$ cat config.mk
export PLATFORM = sky130hd
export DESIGN_NAME = marked_fir
export DESIGN_NICKNAME = d
export VERILOG_FILES = /design/src/rtl/marked_fir_pkg.sv /design/src/rtl/marked_fir_ctrl.sv /design/src/rtl/marked_fir_dp.sv /design/src/rtl/marked_fir_outmux.sv /design/src/rtl/marked_fir.sv
export SDC_FILE = /design/constraint.sdc
export NUM_CORES = 1
export LEC_CHECK = 0
export ABC_AREA = 1
export BUFFER_PORTS_ARGS = -buffer_cell sky130_fd_sc_hd__buf_2
export CAP_MARGIN = 20
export CELL_PAD_IN_SITES_DETAIL_PLACEMENT = 1
export CELL_PAD_IN_SITES_GLOBAL_PLACEMENT = 2
export CORE_AREA = 3 3 184 186
export DETAILED_ROUTE_END_ITERATION = 6
export DIE_AREA = 0 0 187 189
export PLACE_DENSITY_LB_ADDON = 0.25
export SLEW_MARGIN = 30
export SYNTH_ARGS = -nofsm -noshare
export SYNTH_HDL_FRONTEND = slang
export SYNTH_HIERARCHICAL = 1
export SYNTH_SLANG_ARGS = --single-unit
export TNS_END_PERCENT = 10
$ cat constraint.sdc
create_clock -name clk -period 17 [get_ports clk]
set_input_delay 3.4 -clock clk [delete_from_list [all_inputs] [get_ports clk]]
set_output_delay 3.4 -clock clk [all_outputs]
set_load 0.005 [all_outputs]
$ cat src/rtl/marked_fir_pkg.sv
package marked_fir_pkg;

    // Output source selector for signature slots
    typedef enum logic [1:0] {
        SRC_ACC  = 2'd0,
        SRC_PROD = 2'd1,
        SRC_TAP  = 2'd2,
        SRC_IN   = 2'd3
    } src_e;

    // Tap coefficient generator
    function automatic int coef_of(input int k);
        return ((7 * k + 3) % 19) - 9;
    endfunction

    // Source code chosen for slot s; cost-less mode folds onto acc/product
    function automatic src_e src_of(input int s, input int seed, input bit low_cost);
        int c;
        c = ((s >> 1) + seed) % 4;
        if (!low_cost) c = c & 1;
        return src_e'(c[1:0]);
    endfunction

endpackage

$ cat src/rtl/marked_fir_ctrl.sv
module marked_fir_ctrl
    import marked_fir_pkg::*;
#(
    parameter int          NTAPS    = 8,
    parameter logic [63:0] MARK_EN  = 64'h5555_5555_5555_5555,
    parameter int          SEED     = 0,
    parameter bit          LOW_COST = 1'b0,
    localparam int         NST      = NTAPS + 3,
    localparam int         RES      = NST - 1,
    localparam int         STW      = $clog2(NST)
) (
    input  logic           clk,
    input  logic           rst,
    input  logic           start_i,
    output logic [STW-1:0] st_o,
    output logic           load_o,
    output logic           mark_o,
    output logic           res_o,
    output src_e           sel_o
);

    typedef struct packed {
        logic [STW-1:0] st;
    } ctrl_s;

    ctrl_s ctrl_d, ctrl_q;

    logic mark_tbl [NST];
    src_e src_tbl  [NST];

    // Per-slot mark table; the result slot is never marked
    for (genvar g = 0; g < NST; g++) begin : g_slot
        assign mark_tbl[g] = (g != RES) && MARK_EN[g];
        assign src_tbl[g]  = src_of(g, SEED, LOW_COST);
    end

    always_comb begin
        ctrl_d = ctrl_q;
        if (ctrl_q.st == '0) begin
            if (start_i) ctrl_d.st = STW'(1);
        end else if (ctrl_q.st == STW'(RES)) begin
            ctrl_d.st = '0;
        end else begin
            ctrl_d.st = ctrl_q.st + STW'(1);
        end
    end

    always_ff @(posedge clk) begin
        if (rst) ctrl_q <= '0;
        else     ctrl_q <= ctrl_d;
    end

    assign st_o   = ctrl_q.st;
    assign load_o = (ctrl_q.st == '0) && start_i;
    assign res_o  = (ctrl_q.st == STW'(RES));
    assign mark_o = mark_tbl[ctrl_q.st];
    assign sel_o  = src_tbl[ctrl_q.st];


    busy_advance_chk: assert property (@(posedge clk) disable iff (rst)
        (ctrl_q.st != '0 && ctrl_q.st != STW'(RES)) |=> ctrl_q.st == $past(ctrl_q.st) + STW'(1));


    period_wrap_chk: assert property (@(posedge clk) disable iff (rst)
        (ctrl_q.st == STW'(RES)) |=> ctrl_q.st == '0);


    idle_hold_chk: assert property (@(posedge clk) disable iff (rst)
        (ctrl_q.st == '0 && !start_i) |=> ctrl_q.st == '0);

endmodule

$ cat src/rtl/marked_fir_dp.sv
module marked_fir_dp
    import marked_fir_pkg::*;
#(
    parameter int  NTAPS = 8,
    parameter int  W     = 16,
    parameter int  CW    = 8,
    localparam int NST   = NTAPS + 3,
    localparam int STW   = $clog2(NST),
    localparam int KW    = $clog2(NTAPS),
    localparam int PW    = W + CW,
    localparam int ACCW  = PW + KW
) (
    input  logic           clk,
    input  logic           rst,
    input  logic           load_i,
    input  logic [STW-1:0] st_i,
    input  logic [W-1:0]   sample_i,
    output logic [W-1:0]   acc_lo_o,
    output logic [W-1:0]   prod_lo_o,
    output logic [W-1:0]   tap_lo_o,
    output logic [W-1:0]   new_lo_o
);

    typedef struct packed {
        logic [NTAPS-1:0][W-1:0] taps;
        logic signed [ACCW-1:0]  acc;
        logic signed [PW-1:0]    prod;
    } dp_s;

    dp_s dp_d, dp_q;

    logic signed [CW-1:0] coef_tbl [NTAPS];

    for (genvar g = 0; g < NTAPS; g++) begin : g_coef
        assign coef_tbl[g] = CW'(coef_of(g));
    end

    logic [KW-1:0]        kidx;
    logic [KW-1:0]        tidx;
    logic signed [PW-1:0] xa_w;
    logic signed [PW-1:0] ca_w;

    assign kidx = KW'(st_i - STW'(1));
    assign tidx = KW'(int'(st_i) % NTAPS);
    assign xa_w = PW'($signed(dp_q.taps[kidx]));
    assign ca_w = PW'(coef_tbl[kidx]);

    always_comb begin
        dp_d = dp_q;
        if (load_i) begin
            dp_d.taps = {dp_q.taps[NTAPS-2:0], sample_i};
            dp_d.acc  = '0;
            dp_d.prod = '0;
        end else if (st_i >= STW'(1) && st_i <= STW'(NTAPS)) begin
            dp_d.prod = xa_w * ca_w;
            dp_d.acc  = dp_q.acc + ACCW'($signed(dp_q.prod));
        end else if (st_i == STW'(NTAPS + 1)) begin
            dp_d.acc  = dp_q.acc + ACCW'($signed(dp_q.prod));
        end
    end

    always_ff @(posedge clk) begin
        if (rst) dp_q <= '0;
        else     dp_q <= dp_d;
    end

    assign acc_lo_o  = dp_q.acc[W-1:0];
    assign prod_lo_o = dp_q.prod[W-1:0];
    assign tap_lo_o  = dp_q.taps[tidx];
    assign new_lo_o  = dp_q.taps[0];


    idle_dp_stable_chk: assert property (@(posedge clk) disable iff (rst)
        (st_i == '0 && !load_i) |=> $stable(dp_q));


    first_mac_clear_chk: assert property (@(posedge clk) disable iff (rst)
        load_i |=> (acc_lo_o == '0 && prod_lo_o == '0 && new_lo_o == $past(sample_i)));

endmodule

$ cat src/rtl/marked_fir_outmux.sv
module marked_fir_outmux
    import marked_fir_pkg::*;
#(
    parameter int W        = 16,
    parameter bit LOW_COST = 1'b0
) (
    input  logic         clk,
    input  logic         rst,
    input  logic         mark_i,
    input  logic         res_i,
    input  src_e         sel_i,
    input  logic [W-1:0] acc_lo_i,
    input  logic [W-1:0] prod_lo_i,
    input  logic [W-1:0] tap_lo_i,
    input  logic [W-1:0] new_lo_i,
    output logic [W-1:0] result_o,
    output logic         valid_o
);

    typedef struct packed {
        logic [W-1:0] word;
        logic         vld;
    } om_s;

    om_s om_d, om_q;
    logic [W-1:0] pick;

    if (LOW_COST) begin : g_low
        always_comb begin
            case (sel_i)
                SRC_ACC:  pick = acc_lo_i;
                SRC_PROD: pick = prod_lo_i;
                SRC_TAP:  pick = tap_lo_i;
                default:  pick = new_lo_i;
            endcase
        end
    end else begin : g_free
        logic unused_lc;
        assign unused_lc = ^{tap_lo_i, new_lo_i, sel_i[1]};
        assign pick = sel_i[0] ? prod_lo_i : acc_lo_i;


        costless_src_chk: assert property (@(posedge clk) disable iff (rst)
            (!$stable(om_q.word) && !om_q.vld) |->
                (om_q.word == $past(acc_lo_i) || om_q.word == $past(prod_lo_i)));
    end

    always_comb begin
        om_d     = om_q;
        om_d.vld = 1'b0;
        if (res_i) begin
            om_d.word = acc_lo_i;
            om_d.vld  = 1'b1;
        end else if (mark_i) begin
            om_d.word = pick;
        end
    end

    always_ff @(posedge clk) begin
        if (rst) om_q <= '0;
        else     om_q <= om_d;
    end

    assign result_o = om_q.word;
    assign valid_o  = om_q.vld;


    single_valid_chk: assert property (@(posedge clk) disable iff (rst)
        om_q.vld |=> !om_q.vld);


    valid_from_result_chk: assert property (@(posedge clk) disable iff (rst)
        om_q.vld |-> ($past(res_i) && om_q.word == $past(acc_lo_i)));


    hold_unmarked_chk: assert property (@(posedge clk) disable iff (rst)
        (!mark_i && !res_i) |=> $stable(om_q.word));

endmodule

$ cat src/rtl/marked_fir.sv
module marked_fir
    import marked_fir_pkg::*;
#(
    parameter int          NTAPS    = 8,
    parameter int          W        = 16,
    parameter int          CW       = 8,
    parameter logic [63:0] MARK_EN  = 64'h5555_5555_5555_5555,
    parameter int          SEED     = 0,
    parameter bit          LOW_COST = 1'b0,
    localparam int         NST      = NTAPS + 3,
    localparam int         STW      = $clog2(NST)
) (
    input  logic         clk,
    input  logic         rst,
    input  logic         start_i,
    input  logic [W-1:0] sample_i,
    output logic [W-1:0] result_o,
    output logic         valid_o
);

    logic [STW-1:0] st;
    logic           load;
    logic           mark;
    logic           res;
    src_e           sel;
    logic [W-1:0]   acc_lo, prod_lo, tap_lo, new_lo;

    marked_fir_ctrl #(
        .NTAPS(NTAPS), .MARK_EN(MARK_EN), .SEED(SEED), .LOW_COST(LOW_COST)
    ) ctrl_i (
        .clk(clk), .rst(rst), .start_i(start_i),
        .st_o(st), .load_o(load), .mark_o(mark), .res_o(res), .sel_o(sel)
    );

    marked_fir_dp #(
        .NTAPS(NTAPS), .W(W), .CW(CW)
    ) dp_i (
        .clk(clk), .rst(rst), .load_i(load), .st_i(st), .sample_i(sample_i),
        .acc_lo_o(acc_lo), .prod_lo_o(prod_lo), .tap_lo_o(tap_lo), .new_lo_o(new_lo)
    );

    marked_fir_outmux #(
        .W(W), .LOW_COST(LOW_COST)
    ) om_i (
        .clk(clk), .rst(rst), .mark_i(mark), .res_i(res), .sel_i(sel),
        .acc_lo_i(acc_lo), .prod_lo_i(prod_lo), .tap_lo_i(tap_lo), .new_lo_i(new_lo),
        .result_o(result_o), .valid_o(valid_o)
    );

endmodule

==> impl_results.html, run 1 <==
<table>
<tr><th>Metric</th><th>Value</th></tr>
<tr><th colspan="2">Place</th></tr>
<tr><td>Total of buffers placed on input and output ports</td><td>35</td></tr>
<tr><td>Gp weighted congestion</td><td>0.818</td></tr>
<tr><td>Sum of net half-perimeters after detailed placement</td><td>21800 um</td></tr>
<tr><td>Placement Setup Slack</td><td>9.67 ns</td></tr>
<tr><th colspan="2">Synth</th></tr>
<tr><td>Synthesis Warnings</td><td>6</td></tr>
<tr><td>Average size of a mapped cell</td><td>7.17 um^2</td></tr>
<tr><td>Cell area after technology mapping</td><td>11800 um^2</td></tr>
<tr><td>Post-synthesis instance total</td><td>1652</td></tr>
<tr><td>Number of nets in the synthesized netlist</td><td>1787</td></tr>
<tr><th colspan="2">Final layout</th></tr>
<tr><td>Synthesis-to-finish area growth</td><td>5.75%</td></tr>
<tr><td>Most common cell after layout, fill and taps aside</td><td>nor2_1</td></tr>
<tr><td>Fill cell count</td><td>4058</td></tr>
<tr><td>Layout cell share with drive strength beyond 1</td><td>6.48%</td></tr>
<tr><td>Final cell utilization of the core</td><td>38.6%</td></tr>
<tr><td>Most frequent cells in the layout</td><td>nor2_1, inv_1, o21ai_0</td></tr>
<tr><td>Post-layout net count</td><td>1727</td></tr>
<tr><th colspan="2">Setup path</th></tr>
<tr><td>FF-to-FF path depth</td><td>24</td></tr>
<tr><td>Setup slack, reg-to-reg</td><td>9.79 ns</td></tr>
<tr><td>Worst path bufs/invs</td><td>5</td></tr>
<tr><td>Crit Reg-Reg Endpoint</td><td>dp_i/prod_lo_o[15]$_SDFFE_PP0P_</td></tr>
<tr><td>Cell with the most instances on the worst path</td><td>fa_1</td></tr>
<tr><td>Critical path startpoint category</td><td>register</td></tr>
<tr><td>Number of logic stages on the critical path including buffering</td><td>24</td></tr>
<tr><td>Arrival time of the worst setup path</td><td>7.55 ns</td></tr>
<tr><td>Highest net fanout along the worst path</td><td>61</td></tr>
<tr><td>Family with the most delay on the worst path</td><td>adder cells</td></tr>
<tr><td>Stage delay of the slowest cell on the critical path</td><td>0.79 ns</td></tr>
<tr><td>Worst endpoint required time</td><td>17.34 ns</td></tr>
<tr><td>Start-to-end type of the worst setup path</td><td>register to register</td></tr>
<tr><td>Slowest library cell on the worst path</td><td>dfxtp_4</td></tr>
<tr><td>Kind of end point of the critical path</td><td>register</td></tr>
<tr><td>Chain of cells forming the critical path</td><td>inv_2 -&gt; ha_2 -&gt; buf_4 -&gt; xnor2_4 -&gt; xor2_4 -&gt; clkinv_1 -&gt; nor2_1 -&gt; fa_1 -&gt; fa_1 -&gt; fa_1 -&gt; inv_1 -&gt; fa_1 -&gt; inv_1 -&gt; ha_1 -&gt; a21oi_1 -&gt; o21ai_0 -&gt; a21oi_1 -&gt; o21ai_0 -&gt; a21oi_1 -&gt; o21bai_1 -&gt; nand3_1 -&gt; nand2_1 -&gt; nor2_1 -&gt; nor2_1</td></tr>
<tr><td>Worst reg2reg path startpoint</td><td>ctrl_i/st_o[0]$_SDFFE_PP0P_</td></tr>
<tr><th colspan="2">Floorplanning</th></tr>
<tr><td>Width of the chip</td><td>187 um</td></tr>
<tr><td>Effective utilization at floorplan</td><td>36.5%</td></tr>
<tr><td>Core ar.</td><td>32500 um^2</td></tr>
<tr><td>Area of the die</td><td>35300 um^2</td></tr>
<tr><td>Std cell rows</td><td>66</td></tr>
<tr><td>Boundary pin count</td><td>36</td></tr>
<tr><td>Die Y-Extent</td><td>189 um</td></tr>
<tr><th colspan="2">Clock network</th></tr>
<tr><td>Root Buffer</td><td>clkbuf_16</td></tr>
<tr><td>Count of buffers added by post-CTS timing repair for setup</td><td>0</td></tr>
<tr><td>Count of clock tree sinks</td><td>181</td></tr>
<tr><td>Clock-pin slew of the registers on the worst-case setup and hold paths</td><td>0.07 ns</td></tr>
<tr><td>CTS tree</td><td>done</td></tr>
<tr><td>H-tree lvl count</td><td>4</td></tr>
<tr><td>Hold-fix buffers at CTS</td><td>0</td></tr>
<tr><td>Bufs on Longest Clock Path</td><td>2</td></tr>
<tr><td>Total CTS buffers</td><td>17</td></tr>
<tr><td>Clock latency on the worst-skew pair</td><td>0.45 ns</td></tr>
<tr><td>CTS resizes</td><td>0</td></tr>
<tr><th colspan="2">Hold path</th></tr>
<tr><td>Path class of the lowest-slack min-delay path</td><td>register to register</td></tr>
<tr><td>Hold Path Sink</td><td>dp_i/acc_lo_o[15]$_SDFFE_PP0P_</td></tr>
<tr><td>Hold path startpoint</td><td>dp_i/acc_lo_o[15]$_SDFFE_PP0P_</td></tr>
<tr><td>Hold Path Stages</td><td>1</td></tr>
<tr><th colspan="2">STA</th></tr>
<tr><td>Crit path time final</td><td>7.21 ns</td></tr>
<tr><td>Unrepaired setup endpoints after global routing</td><td>false</td></tr>
<tr><td>Final setup violation count</td><td>0</td></tr>
<tr><td>Post-route fraction of the period consumed by the critical path</td><td>42.4%</td></tr>
<tr><td>PnR worst setup slack</td><td>9.79 ns</td></tr>
<tr><td>Max frequency</td><td>0.139 GHz</td></tr>
<tr><td>Max-slew headroom</td><td>38.9%</td></tr>
<tr><td>Tightest Pin Transition</td><td>0.917 ns</td></tr>
<tr><td>Max-slew violation total from the final report</td><td>0</td></tr>
<tr><td>Final setup skew</td><td>0.0232 ns</td></tr>
<tr><td>Sum Neg Setup Slack</td><td>0 ns</td></tr>
<tr><td>Hold Fails Final Rpt</td><td>0</td></tr>
<tr><th colspan="2">Drt</th></tr>
<tr><td>WL per Instance</td><td>15.1 um</td></tr>
<tr><td>Detailed-route via count</td><td>10.0k</td></tr>
<tr><td>Iteration count of the initial detailed-routing pass</td><td>4</td></tr>
<tr><td>Drt drc</td><td>0</td></tr>
<tr><td>Remaining antenna violation count after routing</td><td>0</td></tr>
<tr><td>Detailed Route Iter0 Violations</td><td>412</td></tr>
<tr><td>Mean number of vias per cell</td><td>4.89</td></tr>
<tr><td>Overall routed net length</td><td>31000 um</td></tr>
<tr><th colspan="2">Global routing</th></tr>
<tr><td>Antenna violations before repair</td><td>0</td></tr>
<tr><td>Vias in the first global route</td><td>10.2k</td></tr>
<tr><td>Residual overflow from global routing</td><td>0</td></tr>
<tr><td>Overall track demand over capacity in global routing</td><td>18.1%</td></tr>
<tr><td>First-pass GRT wire length</td><td>52400 um</td></tr>
<tr><td>Largest net degree at the start of global routing</td><td>101</td></tr>
<tr><th colspan="2">Flow run</th></tr>
<tr><td>Reported max-cap violation count</td><td>0</td></tr>
<tr><th colspan="2">Status</th></tr>
<tr><td>Status</td><td>finished clean</td></tr>
</table>
## through the flow
| step | hold slack [ns] | cells | area [um^2] |
|---|---|---|---|
| 2_1_floorplan | 0.424 | 1652 | 11800 |
| 3_5_place_dp | 0.465 | 2015 | 11900 |
| 5_1_grt | 0.500 | 2047 | 12500 |
| 4_1_cts | 0.470 | 2047 | 12500 |
| 3_3_place_gp | 0.439 | 2015 | 11900 |
| 6_report | 0.469 | 2048 | 12500 |
## per-layer routing
layer  vias up  routed length [um]  global-route usage (%)
li1       5114                   -                       -
met1      4812               15000                    23.6
met3        21                 471                    2.52
met2        63               15100                    31.8
met5         -                   0                       0
met4         0                 399                    4.22
## area by class of cell
class	instances	area, um^2	share of cell area, %
Inverter	262	988	7.90
Clock inverter	14	126	1.01
Antenna cell	1	2.50	0.0200
Multi-Input combinational cell	1083	6510	52.0
Sequential cell	181	3630	29.0
Clock buffer	18	439	3.51
Tap cell	442	553	4.42
Timing Repair Buffer	47	269	2.15
## worst max path at each step
| stage | startpoint | endpoint |
|---|---|---|
| after global placement | ctrl_i/st_o[0]$_SDFFE_PP0P_ | dp_i/prod_lo_o[15]$_SDFFE_PP0P_ |
| after floorplan | ctrl_i/st_o[0]$_SDFFE_PP0P_ | dp_i/prod_lo_o[15]$_SDFFE_PP0P_ |
| final | ctrl_i/st_o[0]$_SDFFE_PP0P_ | dp_i/prod_lo_o[15]$_SDFFE_PP0P_ |
| after global routing | ctrl_i/st_o[0]$_SDFFE_PP0P_ | dp_i/prod_lo_o[15]$_SDFFE_PP0P_ |
| after CTS | ctrl_i/st_o[0]$_SDFFE_PP0P_ | dp_i/prod_lo_o[15]$_SDFFE_PP0P_ |
| after detailed placement | ctrl_i/st_o[0]$_SDFFE_PP0P_ | dp_i/prod_lo_o[15]$_SDFFE_PP0P_ |
## registers in the layout, summed over array words and instances, names as in the netlist
signal          flops
dp_i/acc_lo_o      16
ctrl_i/st_o         4
om_i/result_o      16
dp_i/new_lo_o      16
dp_i/dp_q         112
om_i/valid_o        1
dp_i/prod_lo_o     16
## worst register-to-register path, delay by kind of cell (launching register included)
kind / cells / cell delay [ns]
xor gates and xnor gates: 2 / 0.45
and+or+nand+nor: 5 / 0.78
AOI/OAI and AO/OA: 6 / 0.98
buffers and inverters: 5 / 1.13
adders and majority gates: 6 / 2.96
DFF: 1 / 0.79
Power of run 1 is left out: the tool's default activity adds up to more than one toggle a clock period on the data nets, which glitch-free logic cannot reach.
==> run 2: changes to the inputs <==
- CORE_AREA: 3 3 184 186 -> 3 3 202 204
- DIE_AREA: 0 0 187 189 -> 0 0 205 207
- clock period: 17 -> 5.9 ns (I/O delays scaled with it)
==> run 2 against run 1 <==
  * Non-clock buffer count increased by 21
  * Fmax increased by 30%
  * Die area increased by 20%
  * Worst setup slack got worse by 9.4 ns
  * Core utilization decreased by 5.7 points
  * Cell area increased by 3.6%
  * Global-route usage decreased by 2.6 points
==> impl_results.html, run 2 (synthesis results as in run 1) <==
<table>
<tr><th>Metric</th><th>Value</th></tr>
<tr><th colspan="2">Status</th></tr>
<tr><td>Status</td><td>finished clean</td></tr>
<tr><th colspan="2">Global routing</th></tr>
<tr><td>First-pass GRT wire length</td><td>53400 um (+1.9%)</td></tr>
<tr><td>Vias in the first global route</td><td>10.3k (+1.0%)</td></tr>
<tr><td>Overall track demand over capacity in global routing</td><td>15.5% (-2.6 points)</td></tr>
<tr><td>Antenna violations before repair</td><td>0 (unchanged)</td></tr>
<tr><td>Residual overflow from global routing</td><td>0 (unchanged)</td></tr>
<tr><td>Largest net degree at the start of global routing</td><td>113 (+12%)</td></tr>
<tr><th colspan="2">STA</th></tr>
<tr><td>Crit path time final</td><td>5.53 ns (-1.68 ns)</td></tr>
<tr><td>Post-route fraction of the period consumed by the critical path</td><td>93.7% (+51 points)</td></tr>
<tr><td>Sum Neg Setup Slack</td><td>0 ns (unchanged)</td></tr>
<tr><td>Final setup skew</td><td>0.0147 ns (-0.00850 ns)</td></tr>
<tr><td>Tightest Pin Transition</td><td>0.753 ns (-0.164 ns)</td></tr>
<tr><td>Max frequency</td><td>0.181 GHz (+30%)</td></tr>
<tr><td>Max-slew violation total from the final report</td><td>0 (unchanged)</td></tr>
<tr><td>Hold Fails Final Rpt</td><td>0 (unchanged)</td></tr>
<tr><td>Final setup violation count</td><td>0 (unchanged)</td></tr>
<tr><td>Max-slew headroom</td><td>49.8% (+11 points)</td></tr>
<tr><th colspan="2">Place</th></tr>
<tr><td>Sum of net half-perimeters after detailed placement</td><td>23100 um (+6.0%)</td></tr>
<tr><td>Total of buffers placed on input and output ports</td><td>35 (unchanged)</td></tr>
<tr><td>Area of placed instances</td><td>12300 um^2 (+3.0%)</td></tr>
<tr><td>Gp weighted congestion</td><td>0.784 (-4.2%)</td></tr>
<tr><th colspan="2">Clock network</th></tr>
<tr><td>Hold-fix buffers at CTS</td><td>0 (unchanged)</td></tr>
<tr><td>Bufs on Longest Clock Path</td><td>2 (unchanged)</td></tr>
<tr><td>Clock-pin slew of the registers on the worst-case setup and hold paths</td><td>0.07 ns (about the same)</td></tr>
<tr><td>CTS tree</td><td>done</td></tr>
<tr><td>Total CTS buffers</td><td>17 (unchanged)</td></tr>
<tr><td>Root Buffer</td><td>clkbuf_16</td></tr>
<tr><td>H-tree lvl count</td><td>4 (unchanged)</td></tr>
<tr><td>Clock latency on the worst-skew pair</td><td>0.46 ns (about the same)</td></tr>
<tr><td>Count of clock tree sinks</td><td>181 (unchanged)</td></tr>
<tr><th colspan="2">Hold path</th></tr>
<tr><td>Hold Path Stages</td><td>1 (unchanged)</td></tr>
<tr><td>Hold path startpoint</td><td>dp_i/acc_lo_o[15]$_SDFFE_PP0P_</td></tr>
<tr><td>Hold Path Sink</td><td>dp_i/acc_lo_o[15]$_SDFFE_PP0P_</td></tr>
<tr><td>Path class of the lowest-slack min-delay path</td><td>register to register</td></tr>
<tr><th colspan="2">Floorplanning</th></tr>
<tr><td>Effective utilization at floorplan</td><td>30.0% (-6.5 points)</td></tr>
<tr><td>Die Y-Extent</td><td>207 um (+9.5%)</td></tr>
<tr><td>Width of the chip</td><td>205 um (+9.6%)</td></tr>
<tr><td>Area of the die</td><td>42400 um^2 (+20%)</td></tr>
<tr><td>Core ar.</td><td>39500 um^2 (+22%)</td></tr>
<tr><td>Boundary pin count</td><td>36 (unchanged)</td></tr>
<tr><td>Std cell rows</td><td>73 (+11%)</td></tr>
<tr><th colspan="2">Final layout</th></tr>
<tr><td>Most frequent cells in the layout</td><td>inv_1, nor2_1, o21ai_0</td></tr>
<tr><td>Max FFs per register</td><td>112 (unchanged)</td></tr>
<tr><td>Synthesis-to-finish area growth</td><td>9.60%</td></tr>
<tr><td>Antenna Diode Count</td><td>0 (-1)</td></tr>
<tr><td>Register with the most flip-flops</td><td>dp_i/dp_q</td></tr>
<tr><td>Post-layout net count</td><td>1748 (+1.2%)</td></tr>
<tr><td>Post-layout instance area</td><td>13000 um^2 (+3.6%)</td></tr>
<tr><td>Layout cell share with drive strength beyond 1</td><td>8.92% (+2.4 points)</td></tr>
<tr><th colspan="2">Setup path</th></tr>
<tr><td>Worst endpoint required time</td><td>6.25 ns (-11.09 ns)</td></tr>
<tr><td>FF-to-FF path depth</td><td>31 (+29%)</td></tr>
<tr><td>Cell with the most instances on the worst path</td><td>inv_1</td></tr>
<tr><td>Kind of end point of the critical path</td><td>register</td></tr>
<tr><td>Stage delay of the slowest cell on the critical path</td><td>0.53 ns (-0.26 ns)</td></tr>
<tr><td>Setup slack, reg-to-reg</td><td>0.37 ns (-9.42 ns)</td></tr>
<tr><td>Critical path startpoint category</td><td>register</td></tr>
<tr><td>Arrival time of the worst setup path</td><td>5.88 ns (-1.67 ns)</td></tr>
<tr><td>Slowest library cell on the worst path</td><td>fa_1</td></tr>
<tr><td>Crit Reg-Reg Endpoint</td><td>dp_i/prod_lo_o[12]$_SDFFE_PP0P_</td></tr>
<tr><td>Highest net fanout along the worst path</td><td>5 (-92%)</td></tr>
<tr><td>Worst reg2reg path startpoint</td><td>ctrl_i/st_o[1]$_SDFFE_PP0P_</td></tr>
<tr><td>Start-to-end type of the worst setup path</td><td>register to register</td></tr>
<tr><th colspan="2">Drt</th></tr>
<tr><td>Mean number of vias per cell</td><td>4.66 (-4.6%)</td></tr>
<tr><td>Iteration count of the initial detailed-routing pass</td><td>4 (unchanged)</td></tr>
<tr><td>Drt drc</td><td>0 (unchanged)</td></tr>
<tr><td>Remaining antenna violation count after routing</td><td>0 (unchanged)</td></tr>
<tr><td>Detailed-route via count</td><td>10.0k (+0.13%)</td></tr>
<tr><td>Overall routed net length</td><td>32000 um (+3.2%)</td></tr>
<tr><td>Detailed Route Iter0 Violations</td><td>455 (+10%)</td></tr>
<tr><td>WL per Instance</td><td>14.9 um (-1.7%)</td></tr>
<tr><th colspan="2">Flow run</th></tr>
<tr><td>Reported max-cap violation count</td><td>0 (unchanged)</td></tr>
</table>
## run 2: stage by stage
step / utilization (%) / hold WS (ns) / instances / setup WS (ns)
floorplan: - / 0.424 / 1652 / -0.0510
global placement: 31.2 / 0.437 / 2116 / 0.265
detailed placement: 31.2 / 0.444 / 2116 / 0.138
CTS: 32.7 / 0.454 / 2147 / 0.137
global route: 32.9 / 0.493 / 2150 / -0.0458
finish: 32.9 / 0.456 / 2150 / 0.369
## run 2: worst max-delay path by stage
stage	startpoint	to	slack, ns	cells past startpoint
final	ctrl_i/st_o[1]$_SDFFE_PP0P_	dp_i/prod_lo_o[12]$_SDFFE_PP0P_	0.37	31
after global routing	ctrl_i/st_o[1]$_SDFFE_PP0P_	dp_i/prod_lo_o[12]$_SDFFE_PP0P_	-0.05	31
after CTS	ctrl_i/st_o[1]$_SDFFE_PP0P_	dp_i/prod_lo_o[15]$_SDFFE_PP0P_	0.14	26
after detailed placement	ctrl_i/st_o[1]$_SDFFE_PP0P_	dp_i/prod_lo_o[15]$_SDFFE_PP0P_	0.14	26
after global placement	ctrl_i/st_o[1]$_SDFFE_PP0P_	dp_i/prod_lo_o[15]$_SDFFE_PP0P_	0.27	26
after floorplan	ctrl_i/st_o[0]$_SDFFE_PP0P_	dp_i/prod_lo_o[15]$_SDFFE_PP0P_	-0.05	34
## run 2: critical path: cells and delay by family (launching register included)
family | cells | cell delay [ns]
DFF | 1 | 0.36
adders and majority gates | 6 | 2.66
buffers and inverters | 11 | 0.88
xor gates and xnor gates | 1 | 0.12
AOI/OAI and AO/OA | 9 | 1.11
and+or+nand+nor | 4 | 0.30
## run 2: per-layer routing
| metal | GRT usage, % | wire length [um] |
|---|---|---|
| met1 | 20.2 | 15400 |
| met2 | 26.9 | 15700 |
| met3 | 2.42 | 502 |
| met4 | 3.72 | 362 |
| met5 | 0 | 0 |
## run 2: final cells by class
class | instances | area [um^2]
Clock buffer | 18 | 429
Clock inverter | 13 | 150
Fill cell | 4943 | 26500
Inverter | 262 | 993
Multi-Input combinational cell | 1083 | 6640
Sequential cell | 181 | 3630
Tap cell | 525 | 657
Timing Repair Buffer | 68 | 480
## run 2: timing repair
item,CTS,global route
endpoints found under the setup margin,0,4
gates resized for setup,0,13
buffers inserted,0,3
Power of run 2 is left out for the same reason.
